===== config.mk =====
export PLATFORM = sky130hd
export DESIGN_NAME = bdr_chain
export DESIGN_NICKNAME = d
export VERILOG_FILES = /design/src/rtl/bdr_pkg.sv /design/src/rtl/bdr_rendezvous.sv /design/src/rtl/bdr_stage.sv /design/src/rtl/bdr_chain.sv
export SDC_FILE = /design/constraint.sdc
export NUM_CORES = 1
export LEC_CHECK = 0
export ABC_AREA = 1
export BUFFER_PORTS_ARGS = -buffer_cell sky130_fd_sc_hd__buf_2
export CAP_MARGIN = 20
export CORE_MARGIN = 3
export CORE_UTILIZATION = 40
export DETAILED_ROUTE_END_ITERATION = 10
export PLACE_DENSITY = 0.62
export SYNTH_ARGS = -nofsm -noshare
export SYNTH_HDL_FRONTEND = slang
export SYNTH_SLANG_ARGS = --single-unit

===== constraint.sdc =====
create_clock -name clk -period 2 [get_ports clk]
set_input_delay 0.3 -clock clk [delete_from_list [all_inputs] [get_ports clk]]
set_output_delay 0.3 -clock clk [all_outputs]
set_load 0.01 [all_outputs]

===== src/rtl/bdr_pkg.sv =====
package bdr_pkg;
   typedef enum logic {
      SIG_TRANSITION = 1'b0,
      SIG_RTZ        = 1'b1
   } sig_mode_e;
endpackage


===== src/rtl/bdr_rendezvous.sv =====
module bdr_rendezvous (
   input  logic clk,
   input  logic rst_n,
   input  logic a_in,
   input  logic b_in,
   output logic c_out
);
   logic c_q;

   always_ff @(posedge clk or negedge rst_n) begin
      if (!rst_n)
         c_q <= 1'b0;
      else if (a_in == b_in)
         c_q <= a_in;
   end

   assign c_out = c_q;


   hold_on_disagree_chk: assert property (@(posedge clk) disable iff (!rst_n)
      (a_in != b_in) |=> $stable(c_out));
endmodule


===== src/rtl/bdr_stage.sv =====
module bdr_stage #(
   parameter int                  DATA_W = 32,
   parameter bdr_pkg::sig_mode_e  MODE   = bdr_pkg::SIG_TRANSITION
) (
   input  logic              clk,
   input  logic              rst_n,
   input  logic              up_req,
   input  logic [DATA_W-1:0] up_data,
   output logic              up_ack,
   output logic              dn_req,
   output logic [DATA_W-1:0] dn_data,
   input  logic              dn_ack
);
   logic              phase;
   logic              fire;
   logic              load;
   logic [DATA_W-1:0] word_q;

   bdr_rendezvous meet_i (
      .clk   (clk),
      .rst_n (rst_n),
      .a_in  (up_req),
      .b_in  (~dn_ack),
      .c_out (phase)
   );

   // a step of the rendezvous happens this cycle
   assign fire = (up_req != phase) && (dn_ack == phase);

   generate
      if (MODE == bdr_pkg::SIG_RTZ) begin : g_rtz
         assign load = fire && up_req;
      end else begin : g_trans
         assign load = fire;
      end
   endgenerate

   always_ff @(posedge clk or negedge rst_n) begin
      if (!rst_n)
         word_q <= '0;
      else if (load)
         word_q <= up_data;
   end

   assign up_ack  = phase;
   assign dn_req  = phase;
   assign dn_data = word_q;


   offer_stable_chk: assert property (@(posedge clk) disable iff (!rst_n)
      (dn_req != dn_ack) |=> $stable(dn_data));


   reset_idle_chk: assert property (@(posedge clk) disable iff (!rst_n)
      $rose(rst_n) |-> (!dn_req && !up_ack));

   generate
      if (MODE == bdr_pkg::SIG_RTZ) begin : g_rtz_chk

         rtz_load_on_rise_chk: assert property (@(posedge clk) disable iff (!rst_n)
            $changed(dn_data) |-> $rose(dn_req));
      end else begin : g_trans_chk

         trans_load_on_edge_chk: assert property (@(posedge clk) disable iff (!rst_n)
            $changed(dn_data) |-> $changed(dn_req));
      end
   endgenerate
endmodule


===== src/rtl/bdr_chain.sv =====
module bdr_chain #(
   parameter int                  DATA_W     = 32,
   parameter int                  NUM_STAGES = 4,
   parameter bdr_pkg::sig_mode_e  MODE       = bdr_pkg::SIG_TRANSITION
) (
   input  logic              clk,
   input  logic              rst_n,
   input  logic              in_req,
   input  logic [DATA_W-1:0] in_data,
   output logic              in_ack,
   output logic              out_req,
   output logic [DATA_W-1:0] out_data,
   input  logic              out_ack
);
   localparam int LINKS = NUM_STAGES + 1;

   generate
      if (DATA_W < 1) begin : g_bad_width
         $error("bdr_chain: DATA_W must be at least 1");
      end
      if (NUM_STAGES < 1) begin : g_bad_depth
         $error("bdr_chain: NUM_STAGES must be at least 1");
      end
   endgenerate

   // link k sits before stage k; link NUM_STAGES is the output side
   logic              req_l  [LINKS];
   logic              ack_l  [LINKS];
   logic [DATA_W-1:0] data_l [LINKS];

   assign req_l[0]          = in_req;
   assign data_l[0]         = in_data;
   assign in_ack            = ack_l[0];
   assign ack_l[NUM_STAGES] = out_ack;
   assign out_req           = req_l[NUM_STAGES];
   assign out_data          = data_l[NUM_STAGES];

   generate
      for (genvar s = 0; s < NUM_STAGES; s++) begin : g_stage
         bdr_stage #(
            .DATA_W (DATA_W),
            .MODE   (MODE)
         ) stage_i (
            .clk     (clk),
            .rst_n   (rst_n),
            .up_req  (req_l[s]),
            .up_data (data_l[s]),
            .up_ack  (ack_l[s]),
            .dn_req  (req_l[s+1]),
            .dn_data (data_l[s+1]),
            .dn_ack  (ack_l[s+1])
         );
      end
   endgenerate
endmodule


==> impl_metrics.csv <==
group,metric,value,unit
power,ir_drop,0.889,mV
sta,whs,0.128,ns
critical_path,worstPathMaxFanout,32,
drt,firstDrtPassIters,4,
sta,period_needed,1.72,ns
drt,ant_nets,0,
cells_and_area,finalNetCount,686,
power,power_frac_comb,36.0,%
logic_synthesis,netlist_area,5530,um2
power,powerDensity,1840,nW/um2
power,clkPwrFrac,24.2,%
cells_and_area,final_area,6340,um2
power,seq_power_share,39.7,%
place,dp.cells,806,
cells_and_area,instances_no_fill,837,
critical_path,slowest_delay,0.45,ns
logic_synthesis,synth_top_area_share,59.7,%
critical_path,cp.required,2.29,ns
global_routing,overflow,0,
drt,routed_via_density,4.65,
sta,rsz0062_at_grt,"no",
logic_synthesis,avgSynthCellArea,8.97,um2
logic_synthesis,yosysSeqAreaShare,59.7,%
critical_path,startpoint_type,"register",
cells_and_area,area_delta_synth_final,14.7,%
drt,vias,3894,
drt,routedWlPerCell,12.7,um
sta,setup_violations,0,
die,dieWidth,124,um
sta,fin_crit_sh,85.9,%
cells_and_area,final_common_cell,"nand2_1",
cells_and_area,final_core_util,47.3,%
logic_synthesis,synth_largest_area_cell,"dfrtp_1",
cells_and_area,regArea,3300,um2
global_routing,antenna_found_initial,0,
die,start_util,41.3,%
place,gp_congestion,0.759,
sta,drv_slew,0,
cts,cts_made_buffers,17,
logic_synthesis,synth_cells,617,
logic_synthesis,synth.area.top_cells,"dfrtp_1 60%, nand2_1 18%, nand3_1 12%",
place,post-dp-hpwl,7.50,mm
cts,tritoncts,"done",
die,dieArea,15300,um2
drt,drt_iter0_drc,204,
cts,clk_path_buf_depth,2,
cts,cts_sinks,132,
critical_path,path_buf_inv,1,
drt,wl,10.6,mm
logic_synthesis,syn_nets,653,
critical_path,arrival,2.01,ns
critical_path,path_delay_family,"simple AND/OR/NAND/NOR gates",
cts,clockRootBuffer,"clkbuf_16",
critical_path,crit_path_frequent_cell,"nand2_1",
logic_synthesis,ys_types,17,
place,placed_area,5790,um2
sta,setup_tns,0,ns
power,p_leak,0.00352,uW
global_routing,grt_max_degree,37,
place,port_buffers,69,
critical_path,cp_slowest_cell,"dfrtp_1",
sta,finalHoldViolCount,0,
global_routing,grt_pass1_wl,18.7,mm
run_status,status,"completed",
logic_synthesis,yosys_register_bits,132,
critical_path,path_cells,"nand2_1, inv_1, nor2_2, nand2_2, nand2_1, nand2_1",
logic_synthesis,ys.warnings.count,0,
global_routing,grt_usage,15.3,%
critical_path,cp-end-kind,"register",
power,switching_power,4530,uW
cells_and_area,layout_common_cells,"267 x nand2_1, 132 x dfrtp_1, 128 x nand3_1",
cells_and_area,drive_gt1_share,18.0,%
critical_path,path_class,"register to register",
cells_and_area,multi_input_area,1760,um2
power,internal-power,7170,uW
die,io_pins,70,
sta,timing.fmax,582,MHz
sta,tightestPinTransition,0.559,ns
die,fp.dieH,124,um
flow_run,maxCapViolations,0,
drt,post-route-drc-count,0,
global_routing,grt_pass1_vias,3920,
cts,path_clk_slew,0.05,ns
cells_and_area,num-fill-cells,1313,
cts,cts.htree.levels,4,
cts,worstSkewPairLatency,0.40,ns
sta,relSlewSlack,62.6,%
power,p_sw_share,38.7,%
die,rows,42,
sta,finalClockSkew,0.00805,ns
die,core_area,13400,um2
min_path,hp-class,"primary input to register",
cells_and_area,diodes,0,
## layout make-up
| type | count | area share (%) |
|---|---|---|
| inverter | 6 | 0.355 |
| clock buffer | 25 | 7.81 |
| multi-input combinational | 410 | 27.7 |
| sequential | 132 | 52.1 |
| clock inverter | 5 | 0.789 |
| timing repair buffer | 83 | 7.77 |
| tap | 176 | 3.47 |
## per-stage QoR
stage	setup slack, ns	power, uW
after global routing	0.114	12700
after CTS	0.265	11800
final	0.282	11700
after detailed placement	0.291	8950
after floorplan	0.752	8330
after global placement	0.409	8780
## cells in the mapped netlist, drive strengths merged
master and n:
nor2 2, buf 66, inv 6, a21oi 1, clkbuf 3, a21boi 1, o21ai 2, xnor2 2
dfrtp 132, nand2 272, nand3 130
## cells by family (layout without fill, tap and decap cells)
group | Yosys count | count (layout) | share of synthesized area (%)
DFF | 132 | 132 | 59.7
buffers and inverters | 75 | 119 | 8.50
AOI/OAI and AO/OA | 4 | 4 | 0.407
xor gates and xnor gates | 2 | 2 | 0.588
and+or+nand+nor | 404 | 404 | 30.8
## state kept, by name, summed over array words and instances, names as in the netlist
signal	cells
g_stage.stage_i.dn_data	128
g_stage.stage_i.meet_i.c_out	4
## power by group through the flow
stage	combinational (uW)	clock (uW)	sequential (uW)
floorplan	3870	0	4460
global route	4930	3020	4790
detailed placement	4270	0	4670
finish	4220	2830	4650
global placement	4130	0	4650
CTS	4300	2890	4640
## per-layer routing
metal / GRT usage, % / wire [um] / vias to the layer above / share of wire [%]
li1: - / - / 2015 / -
met1: 21.6 / 5450 / 1787 / 51
met2: 22.5 / 4520 / 79 / 43
met3: 4.54 / 517 / 13 / 4.9
met4: 5.26 / 146 / 0 / 1.4
met5: 0 / 0 / - / 0
## worst min-delay path: stages
cell and delay (ns):
buf_2 0.08, nand3_1 0.06, nand2_1 0.06
## timing repair
item | CTS | global route
setup buffers | 0 | 0
gates resized for setup | 0 | 0
hold buffers | 1 | 0
hold endpoints to repair | 32 | 0
## final timing paths
kind / start / to / slack (ns) / cells past startpoint
max: g_stage[0].stage_i.meet_i.c_out / g_stage[0].stage_i.dn_data[6] / 0.28 / 6
min reg2reg: g_stage[2].stage_i.dn_data[18] / g_stage[3].stage_i.dn_data[18] / 0.47 / 2
max reg2reg: g_stage[0].stage_i.meet_i.c_out / g_stage[0].stage_i.dn_data[6] / 0.28 / 6
min in group asynchronous: rst_n / g_stage[3].stage_i.dn_data[5] / 0.41 / 2
max in group asynchronous: rst_n / g_stage[1].stage_i.dn_data[24] / 0.98 / 3
min: in_data[14] / g_stage[0].stage_i.dn_data[14] / 0.13 / 3
No activity file was read; power rests on OpenSTA's default activity.
